## config.mk

```make
export PLATFORM = sky130hd
export DESIGN_NAME = bsm_systolic_mul
export DESIGN_NICKNAME = d
export VERILOG_FILES = /design/src/rtl/bsm_pkg.sv /design/src/rtl/bsm_frame_ctl.sv /design/src/rtl/bsm_cell.sv /design/src/rtl/bsm_systolic_mul.sv
export SDC_FILE = /design/constraint.sdc
export NUM_CORES = 1
export LEC_CHECK = 0
export BUFFER_PORTS_ARGS = -buffer_cell sky130_fd_sc_hd__buf_2
export CELL_PAD_IN_SITES_DETAIL_PLACEMENT = 1
export CELL_PAD_IN_SITES_GLOBAL_PLACEMENT = 2
export CORE_MARGIN = 4
export CORE_UTILIZATION = 35
export DETAILED_ROUTE_END_ITERATION = 16
export PLACE_DENSITY = 0.78
export SLEW_MARGIN = 5
export SYNTH_ARGS = -nofsm -noshare
export SYNTH_HDL_FRONTEND = slang
export SYNTH_SLANG_ARGS = --single-unit
```

## constraint.sdc

```tcl
create_clock -name clk -period 2.6 [get_ports clk]
set_clock_uncertainty 0.15 [all_clocks]
set_input_delay 0 -clock clk [delete_from_list [all_inputs] [get_ports clk]]
set_output_delay 0 -clock clk [all_outputs]
set_load 0.03 [all_outputs]
```

## src/rtl/bsm_pkg.sv

```systemverilog
package bsm_pkg;

  typedef enum logic [1:0] {
    PH_IDLE,
    PH_FEED,
    PH_DRAIN,
    PH_EMIT
  } phase_e;

  function automatic logic fa_sum(input logic p, input logic q, input logic r);
    return p ^ q ^ r;
  endfunction

  function automatic logic fa_carry(input logic p, input logic q, input logic r);
    return (p & q) | (p & r) | (q & r);
  endfunction

  // cycles from the start cycle to the last product bit
  function automatic int span_cycles(input int n);
    return 3 * n;
  endfunction

  // age (cycles after start) of the first product bit
  function automatic int first_emit_age(input int n);
    return n + 1;
  endfunction

endpackage

```

## src/rtl/bsm_frame_ctl.sv

```systemverilog
module bsm_frame_ctl
  import bsm_pkg::*;
#(
  parameter int N = 4
) (
  input  logic clk,
  input  logic rst,
  input  logic start,
  input  logic x_in,
  output logic x_feed,
  output logic emit
);
  localparam int SPAN = span_cycles(N);
  localparam int FIRST = first_emit_age(N);
  localparam int AW = $clog2(SPAN + 1);

  logic [AW-1:0] age_q;
  phase_e        phase;

  always_ff @(posedge clk) begin
    if (rst) begin
      age_q <= '0;
    end else if (start) begin
      age_q <= AW'(1);
    end else if (age_q == AW'(SPAN)) begin
      age_q <= '0;
    end else if (age_q != '0) begin
      age_q <= age_q + AW'(1);
    end
  end

  always_comb begin
    if (age_q == '0) begin
      phase = PH_IDLE;
    end else if (age_q < AW'(N)) begin
      phase = PH_FEED;
    end else if (age_q < AW'(FIRST)) begin
      phase = PH_DRAIN;
    end else begin
      phase = PH_EMIT;
    end
  end

  assign x_feed = (start || phase == PH_FEED) ? x_in : 1'b0;
  assign emit   = (phase == PH_EMIT);

endmodule

```

## src/rtl/bsm_cell.sv

```systemverilog
module bsm_cell
  import bsm_pkg::*;
#(
  parameter bit HEAD = 1'b0
) (
  input  logic clk,
  input  logic rst,
  input  logic clr,
  input  logic a_bit,
  input  logic x_up,
  input  logic s_up,
  output logic x_tap,
  output logic s_down
);
  logic x_cur_q;
  logic sum_q;
  logic carry_q;
  logic pp;
  logic fs;
  logic fc;

  assign pp = a_bit & x_cur_q;
  assign fs = fa_sum(pp, s_up, carry_q);
  assign fc = fa_carry(pp, s_up, carry_q);

  always_ff @(posedge clk) begin
    if (rst || clr) begin
      sum_q   <= 1'b0;
      carry_q <= 1'b0;
    end else begin
      sum_q   <= fs;
      carry_q <= fc;
    end
  end

  generate
    if (HEAD) begin : g_head
      // first cell: one register from the feed, loads bit 0 on the strobe
      always_ff @(posedge clk) begin
        if (rst) begin
          x_cur_q <= 1'b0;
        end else begin
          x_cur_q <= x_up;
        end
      end
    end else begin : g_body
      logic x_mid_q;
      always_ff @(posedge clk) begin
        if (rst || clr) begin
          x_mid_q <= 1'b0;
          x_cur_q <= 1'b0;
        end else begin
          x_mid_q <= x_up;
          x_cur_q <= x_mid_q;
        end
      end
    end
  endgenerate

  assign x_tap  = x_cur_q;
  assign s_down = sum_q;

endmodule

```

## src/rtl/bsm_systolic_mul.sv

```systemverilog
module bsm_systolic_mul
  import bsm_pkg::*;
#(
  parameter int N = 4
) (
  input  logic         clk,
  input  logic         rst,
  input  logic         start,
  input  logic [N-1:0] mcand,
  input  logic         mplier_bit,
  output logic         prod_bit,
  output logic         prod_valid
);
  logic         x_feed;
  logic         emit;
  logic [N-1:0] mcand_q;
  logic [N-1:0] sum_chain;
  logic [N-1:0] x_tap;

  always_ff @(posedge clk) begin
    if (rst) begin
      mcand_q <= '0;
    end else if (start) begin
      mcand_q <= mcand;
    end
  end

  bsm_frame_ctl #(.N(N)) u_ctl (
    .clk    (clk),
    .rst    (rst),
    .start  (start),
    .x_in   (mplier_bit),
    .x_feed (x_feed),
    .emit   (emit)
  );

  generate
    for (genvar i = 0; i < N; i++) begin : g_cell
      if (i == 0) begin : g_first
        bsm_cell #(.HEAD(1'b1)) u_cell (
          .clk    (clk),
          .rst    (rst),
          .clr    (start),
          .a_bit  (mcand_q[i]),
          .x_up   (x_feed),
          .s_up   (1'b0),
          .x_tap  (x_tap[i]),
          .s_down (sum_chain[i])
        );
      end else begin : g_next
        bsm_cell #(.HEAD(1'b0)) u_cell (
          .clk    (clk),
          .rst    (rst),
          .clr    (start),
          .a_bit  (mcand_q[i]),
          .x_up   (x_tap[i-1]),
          .s_up   (sum_chain[i-1]),
          .x_tap  (x_tap[i]),
          .s_down (sum_chain[i])
        );
      end
    end
  endgenerate

  assign prod_valid = emit;
  assign prod_bit   = emit & sum_chain[N-1];

endmodule

```

Yosys cells after proc, flatten, opt, wreduce, memory -nomap -nowiden
Cells that the tools add are included.
{ "op_classes": {"order_cmp": 2, "n_eq_ne": 3, "n_reduce_logical": 7, "addsub": 1, "bitwise": 29, "n_mux": 6} }
{ "ops": {"columns": ["cell", "n"], "rows": [
  ["$and A1 B1 Y1", 15],
  ["$lt A4 B3 Y1 const B", 2],
  ["$xor A1 B1 Y1", 7],
  ["$or A1 B1 Y1", 6],
  ["$add A4 B1 Y4 const B", 1],
  ["$eq A4 B4 Y1 const B", 1],
  ["$logic_not A4 Y1", 1],
  ["$mux W1", 4],
  ["$mux W2", 2],
  ["$reduce_bool A4 Y1", 1],
  ["$reduce_bool A3 Y1", 1],
  ["$reduce_or A3 Y1", 1],
  ["$eq A2 B1 Y1 const B", 1],
  ["$eq A2 B2 Y1 const B", 1],
  ["$logic_or A1 B1 Y1", 2],
  ["$reduce_or A2 Y1", 1],
  ["$not A1 Y1", 1]
]} }
{ "word_totals": {"wordCells": 66, "out_inout_bits": 2, "register_bits": 23, "inputBits": 8} }

Longest topological paths before layout
Gate-level depths: netlist of the first run.
{ "depth": {"depth_word": 8, "mapped_depth": 6, "depth_no_buf": 5} }

Modules after synthesis
A second synthesis of the first run with hierarchy kept.
{ "hier_totals": {"cells_unflattened": 91, "area_unflattened_um2": 944.7} }
{ "modules_own_cells": {"columns": ["mod", "cells_each", "n_inst", "area_per_inst_um2", "seq_area_each_um2"], "rows": [
  ["bsm_cell at g_cell[1].g_next.u_cell ...", 12, 3, 136.4, 80.1],
  ["bsm_frame_ctl", 30, 1, 277.8, 80.1],
  ["bsm_systolic_mul", 15, 1, 150.1, 80.1],
  ["bsm_cell at g_cell[0].g_first.u_cell", 10, 1, 107.6, 60.1]
]} }

Worst setup path before layout of the first run
OpenSTA, ideal clock, no wires.
{ "synth_timing": {"path_kind": "register -> output", "startpoint": "register u_ctl.age_q[0]", "endpoint": "output prod_bit", "arrival_ps": 1468, "path_stages_with_launch": 7, "t_required_ps": 2450, "setup_slack_ps": 982, "cell_sequence": "dfxtp_1 -> inv_2 -> ha_1 -> clkbuf_1 -> inv_1 -> a21o_1 -> and2_1"} }
{ "synth_between": {"elab_chain_len": 6} }
{ "synth_rtl": {"columns": ["element", "line", "text"], "rows": [
  ["start: declaration", "bsm_frame_ctl.sv:17", "logic [AW-1:0] age_q;"],
  ["start signal: assignment", "bsm_frame_ctl.sv:28", "age_q <= age_q + AW'(1);"],
  ["$lt A4 B3 Y1", "bsm_frame_ctl.sv:37", "end else if (age_q < AW'(FIRST)) begin"],
  ["$mux W1", "bsm_frame_ctl.sv:37", null],
  ["$mux W2", "bsm_frame_ctl.sv:35", "end else if (age_q < AW'(N)) begin"],
  ["$mux W2 *", "bsm_frame_ctl.sv:33", "if (age_q == '0) begin"],
  ["$eq A2 B2 Y1 *", "bsm_frame_ctl.sv:45", "assign emit = (phase == PH_EMIT);"],
  ["net prod_valid", "bsm_systolic_mul.sv:12", "output logic prod_valid"],
  ["$and A1 B1 Y1 *", "bsm_systolic_mul.sv:66", "assign prod_bit = emit & sum_chain[N-1];"],
  ["end: declaration", "bsm_systolic_mul.sv:11", "output logic prod_bit,"]
]} }
Mark *: on every way through the listed nets, which the timed path passes. The rest lies on a longest branch.

Worst setup path in the final report of the first run
{ "layout_timing": {"startpoint": "register u_ctl.age_q[0]", "endpoint": "register u_ctl.age_q[0]"} }
{ "layout_between": {"elab_chain_len": 4} }
{ "layout_rtl": {"columns": ["element", "line", "text"], "rows": [
  ["$add A4 B1 Y4", "bsm_frame_ctl.sv:28", null],
  ["$mux W1", "bsm_frame_ctl.sv:27", "end else if (age_q != '0) begin"],
  ["$mux W1", "bsm_frame_ctl.sv:25", "end else if (age_q == AW'(SPAN)) begin"],
  ["$mux W1", "bsm_frame_ctl.sv:23", "end else if (start) begin"]
]} }
Parallel ways exist; a longest one is shown, timed or not. The select of a mux whose other input is x is not followed.
A chain may end at the register's enable or synchronous reset.

==> results of run 1 <==
==> Yosys cell counts (all sizes together), types with 2 or more instances <==
library cell   n  area [µm²]
nand2b         2        12.5
clkbuf         3        12.5
dfxtp         23         460
nor2          11        41.3
and2          10        62.6
mux2i          4        40.0
a21oi          7        38.8
inv           10        37.5
nand3b         2        15.0
nand2          5        18.8
ha             3        37.5
buf            2        10.0
fa             3        60.1
==> final cells by class <==
cell class	instances	share of cell area, %
clock buffer	3	1.92
clock inverter	1	0.426
inverter	11	3.51
multi-input combinational	57	34.3
sequential	23	39.2
tap	30	3.19
timing repair buffer	25	17.5
==> report_power, final <==
part	internal, W	switching (W)	total [W]
Combinational	0.0000362	0.0000255	0.0000617
Clock	0.0000574	0.000106	0.000163
Sequential	0.000360	0.00000555	0.000365
Total	0.000453	0.000137	0.000590
==> final timing paths <==
check / start / end / slack [ps] / depth (start not counted)
max: u_ctl.age_q[0]$_SDFFE_PP0P_ / u_ctl.age_q[0]$_SDFFE_PP0P_ / 550 / 6
min: start / u_ctl.age_q[1]$_SDFFE_PP0P_ / 80 / 3
max reg2reg: u_ctl.age_q[0]$_SDFFE_PP0P_ / u_ctl.age_q[0]$_SDFFE_PP0P_ / 550 / 6
min reg2reg: g_cell[3].g_next.u_cell.g_body.x_mid_q$_SDFF_PP0_ / g_cell[3].g_next.u_cell.x_tap$_SDFF_PP0_ / 290 / 1
==> per-stage QoR <==
step                total power (W)  setup slack [ps]  utilization [%]  area (µm²)
global placement           0.000412              1170             39.5         987
global route               0.000630               439             47.0        1170
floorplan                  0.000399               982                -         927
finish                     0.000590               551             47.0        1170
CTS                        0.000602               561             47.0        1170
detailed placement         0.000413              1120             39.5         987
==> registers in the layout, summed over array words and instances (netlist names) <==
name	count
g_cell.g_first.u_cell.carry_q	1
g_cell.g_first.u_cell.s_down	1
g_cell.g_first.u_cell.x_tap	1
g_cell.g_next.u_cell.carry_q	3
g_cell.g_next.u_cell.g_body.x_mid_q	3
g_cell.g_next.u_cell.s_down	3
g_cell.g_next.u_cell.x_tap	3
mcand_q	4
u_ctl.age_q	4
==> layer usage <==
metal | track usage [%] | vias up | wire, µm
met3 | 1.96 | 2 | 44
met5 | 0 | - | 0
li1 | - | 353 | -
met4 | 5.83 | 0 | 19
met2 | 21.5 | 5 | 838
met1 | 14.7 | 345 | 776
==> cells by family (layout without fill, tap and decap cells) <==
logic type               after synthesis  after routing  share of synthesized area [%]
multiplexers                           4              4                           4.32
buffers and inverters                 16             40                           6.88
AO/OA/AOI/OAI                         14             14                           9.99
flip-flops                            23             23                           49.7
adder cells (fa/ha/maj)                6              6                           10.5
AND/OR/NAND/NOR                       33             33                           18.6
==> worst register-to-register path: cells and delay by family (launching register included) <==
| family | cells | cell delay, ps |
|---|---|---|
| and+or+nand+nor | 1 | 120 |
| buffers and inverters | 2 | 600 |
| adders and majority gates | 1 | 290 |
| DFF | 1 | 460 |
| AOI/OAI and AO/OA | 2 | 340 |
==> repair_timing <==
action	in CTS	in global routing
setup endpoints to repair	0	0
endpoints found under the hold margin	6	0
hold buffers	16	0
==> results by stage, run 1 <==
Run status:
- The run finished with clean final reports.

Timing:
- The worst hold-check slack is 78.0 ps.
- The relative max-transition margin is around two thirds.
- Setup repair after global routing left no endpoint under its margin.
- Setup violations remaining at the end of the flow were counted as 0.
- For this run, the top clock speed supported by timing is between 400 and 500 MHz.
- The final period utilization is around 80%.
- The actual slew at the worst max-slew pin is 472 ps.
- The routed design could run at a clock period as short as just over 2000 ps.
- Setup total negative slack on the finished layout was measured at 0 ps.
- The number of pins exceeding their max-slew limit in the final report is 0.
- The final-report hold violation count came to 0.

CTS:
- TritonCTS built the clock tree.
- The clock transition at the registers of the reported paths is approximately 120 ps.
- The clock latency on the worst-skew pair is ~300 ps.
- The number of sinks handled by clock tree synthesis is 23.
- The master cell of the clock root buffer is clkbuf_4.
- Counting along the longest clock path gives a buffer depth of 2.
- The post-cts gate resize count is 0.
- Counting the buffers created by CTS gives 3.
- After clock tree synthesis, the setup repair step added 0 buffers.
- CTS built an H-tree with a depth of 1.

Route:
- The wire length per cell after detailed routing is ~11 µm.
- The number of iterations in the first detailed-routing pass is 4.
- The number of vias per cell is 4.70.
- The count of routing violations after the opening detailed-route iteration is 6.
- For this run, design rule violations remaining after detail routing come to 0.
- Summing over every cut layer, the via total after detailed routing is between 700 and 800.
- Summed over all layers, the routed wires come to ~1700 µm.
- The number of nets with antenna violations after detailed routing is 0.

Worst setup path:
- The endpoint required time on the critical path is about 2700 ps.
- The cell with the largest stage delay on the worst path is dlygate4sd3_1.
- The highest net fanout along the worst path is 8.
- Among cell families on the critical path, the largest total delay comes from buffers and inverters.
- STA classifies the critical path endpoint as a flip-flop.
- The worst setup path is of the reg -> reg kind.
- Walking the worst path, the cells encountered are inv_2 -> ha_1 -> nand3b_1 -> a21oi_1 -> o31a_1 -> dlygate4sd3_1.
- The number of buffer and inverter stages on the critical path is 2.
- Data on the critical path arrives at its endpoint at between 2000 and 2500 ps.
- The critical path's largest stage delay is 540 ps.
- The kind of start point of the critical path is a flip-flop.

Finish:
- After filler insertion, the fill cell instance count of the layout stands at roughly 300.
- The number of antenna repair diodes is 0.
- In the final layout, flip-flops and latches occupy 460 µm².
- In the final layout, the multi-input gates occupy slightly above 400 µm².
- The final net count is around 140.
- The top cell types in the final layout, fill and taps aside, are dfxtp_1, dlygate4sd3_1, nor2_1, and2_1.
- Relative to the synthesized area, the layout overhead comes to 26.7%.
- Leaving out fill and tap cells, the most frequent cell in the layout is dfxtp_1.
- The non-filler instance count after layout is 150.
- Of the cells placed in the final design, the portion with a size suffix greater than 1 is between 10% and 20%.

Logic synthesis:
- The total of warnings raised by yosys is 0.
- The portion of the post-synthesis area used by sequential elements is between 40% and 50%.
- In this run, synthesis inferred 0 flip-flops with an integrated enable.
- Of all flip-flops after synthesis, the portion carrying an async set or reset was 0%.
- The synthesized area per cell is around 9.7 µm².
- The synthesized netlist occupies a cell area of about 930 µm².
- The number of distinct standard cells referenced by the synthesized netlist is 27.
- Synthesis inferred 23 register bits.
- The number of instances in the synthesized netlist is between 90 and 100.
- The leading register cell type out of synthesis is dfxtp_1.
- When the netlist entered floorplanning its net count stood at 110.

Die:
- For this configuration, the core starts out at a cell density of 37.1%.
- 10 I/O pins were placed.
- The placement row count is 18.
- Measured along the x axis, the die boundary spans ~59 µm.
- The die height is between 50 and 60 µm.
- The die covers roughly 0.0035 mm².
- After floorplanning, the core was sized to cover approximately 0.0025 mm².

Pwr:
- The analysis attributes to cell leakage a power of ~0.48 nW.
- The worst-case IR drop observed on VDD is around 0.29 mV.
- For this design the ratio of total power to cell area is between 500 and 600 mW/mm².

Placed design:
- The HPWL after detailed placement is between 1000 and 1500 µm.
- The cell count after placement is between 100 and 150.
- Routability-driven placement finished with a final weighted congestion of about 0.65.
- The count of buffers added on input and output ports is 9.

Global routing:
- The via count of the first global-routing pass is between 700 and 800.
- The combined global-route utilization of all metal layers is around 12%.
- The first-pass GRT wire length is between 3000 and 4000 µm.
- The maximum number of pins on one net before global-route repair is 14.
- The number of antenna violations at the first check in global routing is 0.
- The total overflow left after global routing is 0.

Worst hold path:
- The class of the tightest hold or removal check is in -> reg.

Flow run:
- The number of maximum-capacitance violations is 0.
No activity file was read; power rests on OpenSTA's default activity.
==> inputs of run 2 (changes only) <==
ABC_AREA = 1   (was default)
CORE_UTILIZATION = 31   (was 35)
PLACE_DENSITY = 0.74   (was 0.78)
clock period = 1.85 ns   (was 2.6 ns; I/O delays follow)
==> results by stage, run 2 <==
Worst hold path:
- The startpoint identified for the worst hold timing path is g_cell[2].g_next.u_cell.g_body.x_mid_q$_SDFF_PP0_.
- The path class of the tightest hold or removal check is reg -> reg.

CTS:
- CTS placed an instance of clkbuf_4 at the clock tree root.
- The number of clock buffers added by TritonCTS is 3.
- The clock passes through at most 2 buffers.
- CTS saw 23 sinks.
- The clock latency on the worst-skew pair is approximately 310 ps.
- The post-CTS setup-driven buffer insertion count is 0.
- The H-tree depth is 1.
- After clock tree synthesis, the clock-pin slew on the worst setup and hold paths is about 130 ps.
- The TritonCTS clock tree is built.

Logic synthesis:
- The total nets after synthesis is about 120.
- Yosys printed 0 warnings.
- Of all flip-flops after synthesis, the portion carrying an async set or reset was 0%.
- Yosys mapped the design onto 22 distinct sky130hd cell types.
- The area share of the leading cell type in the synthesized netlist is between 40 and 50%.
- The flip-flop and latch count after synthesis is 23.
- By area the synthesized netlist is led by dfxtp_1, inv_1, fa_1, nor2_2, nand2_1.
- The portion of the post-synthesis area used by sequential elements is ~47%.
- The post-synthesis instance area is ~1000 µm².
- dfxtp_1 takes more of the synthesized area than any other cell.
- The commonest cells after synthesis are dfxtp_1, inv_1, nand2_1, nor2_2, nor2_1.
- The number of enable-type register cells in the synthesized netlist is 0.
- The synthesized area per cell is just over 9 µm².
- The leading register cell type out of synthesis is dfxtp_1.
- Synthesis produced approximately 100 cells.
- The most common cell in the netlist is dfxtp_1.

Placed design:
- The count of input and output buffers is 9.
- After detailed placement, the design holds a cell count of ~160.
- The congestion estimate from routability-driven global placement came to between 0.6 and 0.7.
- Before CTS, the worst setup slack after placement is roughly 400 ps.
- Detailed placement ended at an HPWL of about 1300 µm.

Route:
- The number of iterations in the first detailed-routing pass is 2.
- In the routed layout, each cell is associated on average with a via count of about 4.0.
- The count of routing violations after the opening detailed-route iteration is 4.
- The final layout contains routed wiring with a total length of about 1900 µm.
- Dividing the detail-routed wire length by the instance count gives roughly 11 µm.
- The detailed-route via count is ~700.
- The final routed DRC violation total is 0.
- Once detail routing completed, the nets flagged for antenna violations numbered 0.

Global routing:
- The combined global-route utilization of all metal layers is about a tenth.
- The first global-routing pass estimated approximately 3400 µm of wire.
- The overall overflow remaining after global route is 0.
- The number of antenna violations at the first check in global routing was 0.
- The via count of the first global-routing pass is 760.
- Entering global routing, the biggest net connects 15 pins.

Die:
- The total core area is 0.00303 mm².
- The placement row count is 20.
- The effective utilization at floorplan is between 30% and 40%.
- The I/O pin count is 10.
- The floorplan die width is ~64 µm.
- The die height is roughly 64 µm.
- The die covers ~0.004 mm².

Finish:
- After the last flow step, the layout net total stands at 148.
- The repair_antennas step left the layout with diodes totalling 0.
- Across the whole layout, storage elements account for roughly 460 µm².
- The largest registers in the layout are mcand_q: 4 flops, u_ctl.age_q: 4 flops.
- Of the cells placed in the final design, the portion with a size suffix greater than 1 is 30.8%.
- After filler insertion, the fill cell instance count of the layout stands at 362.
- After the flow finishes, the layout carries non-filler instances totaling between 150 and 200.
- The area occupied by multi-input gates is roughly 420 µm².
- The area growth from synthesis to layout is 30.7%.
- The library cell used most frequently in the layout, excluding fill and tap cells, is dfxtp_1.
- Leaving out fill and tap cells, the most frequent cells in the layout are dfxtp_1, inv_1, dlygate4sd3_1, nand2_1, nor2_2.

Pwr:
- In this run the power density over the cells is ~670 mW/mm².
- The post-layout total power is about 0.00085 W.
- The largest vdd supply drop is approximately 0.27 mV.
- The static leakage is 0.477 nW.

Timing:
- Setup repair after global routing left no endpoint under its margin.
- The sum of negative setup slack is 0 ps.
- For the pin with the worst max-slew slack, the measured transition is roughly 240 ps.
- The number of pins exceeding their max-slew limit in the final report is 0.
- The worst pin sits at a relative slew slack of between 80% and 90%.
- The achievable frequency is between 500 and 600 MHz.
- The final critical delay including setup and external delays is about 1800 ps.
- The worst path meets setup with approximately 54 ps of slack.
- The worst path uses between 90% and 100% of the clock period.
- The setup-violating endpoint count in the final report is 0.
- The final-report hold violation count is 0.

Worst setup path:
- The highest net fanout along the worst path is 1.
- The start of the worst register-to-register path is mcand_q[1]$_SDFFE_PP0P_.
- The critical path in this run is classified as in -> reg.
- The arrival time at the worst endpoint is 1860 ps.
- The capturing element type of the critical path is a flip-flop.
- STA puts the critical path data required time at ~1900 ps.
- The critical path startpoint is mcand[3].
- The kind of start point of the critical path is an input port.

Run status:
- The run finished with clean final reports.

Flow run:
- The number of maximum-capacitance violations is 0.
run 2: changes by cell type after synthesis, moves of 3 or more:
cell and delta:
nand3_1 +3, nor2_2 +9, nand2_1 +9, nor2_4 +3
inv_1 +10, and2_1 -10, mux2i_1 -4, nor2_1 -4
run 2: area by class of cell:
cell class / count / share of cell area [%]
Timing Repair Buffer: 26 / 17.6
Clock inverter: 1 / 0.394
Inverter: 22 / 6.71
Multi-Input combinational cell: 58 / 32.7
Clock buffer: 3 / 1.78
Sequential cell: 23 / 36.5
Tap cell: 44 / 4.34
run 2: cells by family after synthesis:
group / count (synthesis) / share of synthesized area [%]
DFF: 23 / 47.4
and+or+nand+nor: 43 / 25.5
buffers and inverters: 23 / 10.8
xor gates and xnor gates: 2 / 1.80
adders and majority gates: 6 / 10.1
AOI/OAI and AO/OA: 7 / 4.38
run 2: per-stage QoR:
step / area, µm² / hold slack (ps) / util [%]
finish: 1270 / 273 / 41.9
global placement: 1050 / 97.4 / 34.7
global route: 1270 / 308 / 41.9
CTS: 1250 / 279 / 41.2
floorplan: 971 / -87.6 / -
detailed placement: 1050 / 113 / 34.7
run 2: metal layers:
layer | up-vias | routed length [µm] | share of wire, % | global-route usage [%]
met2 | 9 | 924 | 48 | 17.0
met4 | 0 | 11 | 0.57 | 3.23
met1 | 333 | 929 | 48 | 14.3
met5 | - | 0 | 0 | 0
met3 | 2 | 54 | 2.8 | 2.11
li1 | 366 | - | - | -
run 2: what timing repair did:
item,in CTS,in global routing
hold buffers,17,0
resized for setup,0,8
hold endpoints to repair,9,0
endpoints found under the setup margin,0,3
run 2: path summary, 6_finish.rpt:
| kind | end | slack [ps] | cells after the start |
|---|---|---|---|
| setup reg to reg | mcand_q[1]$_SDFFE_PP0P_ | 530 | 3 |
| hold / removal | g_cell[2].g_next.u_cell.x_tap$_SDFF_PP0_ | 270 | 2 |
| setup / recovery | mcand_q[3]$_SDFFE_PP0P_ | 50 | 6 |
| hold reg to reg | g_cell[2].g_next.u_cell.x_tap$_SDFF_PP0_ | 270 | 2 |
run 2: worst max-delay path: stages:
cell	delay (ps)
dlygate4sd3_1	530
buf_2	120
nand2_1	40
dlygate4sd3_1	540
a21oi_1	60
dlygate4sd3_1	560
run 2: report_power, final:
part | internal, W | switching (W) | total (W) | leakage [nW]
combinational | 0.0000505 | 0.0000517 | 0.000102 | 0.272
clock | 0.0000807 | 0.000156 | 0.000237 | 0.0177
sequential | 0.000506 | 0.00000745 | 0.000513 | 0.187
total | 0.000637 | 0.000215 | 0.000852 | 0.477
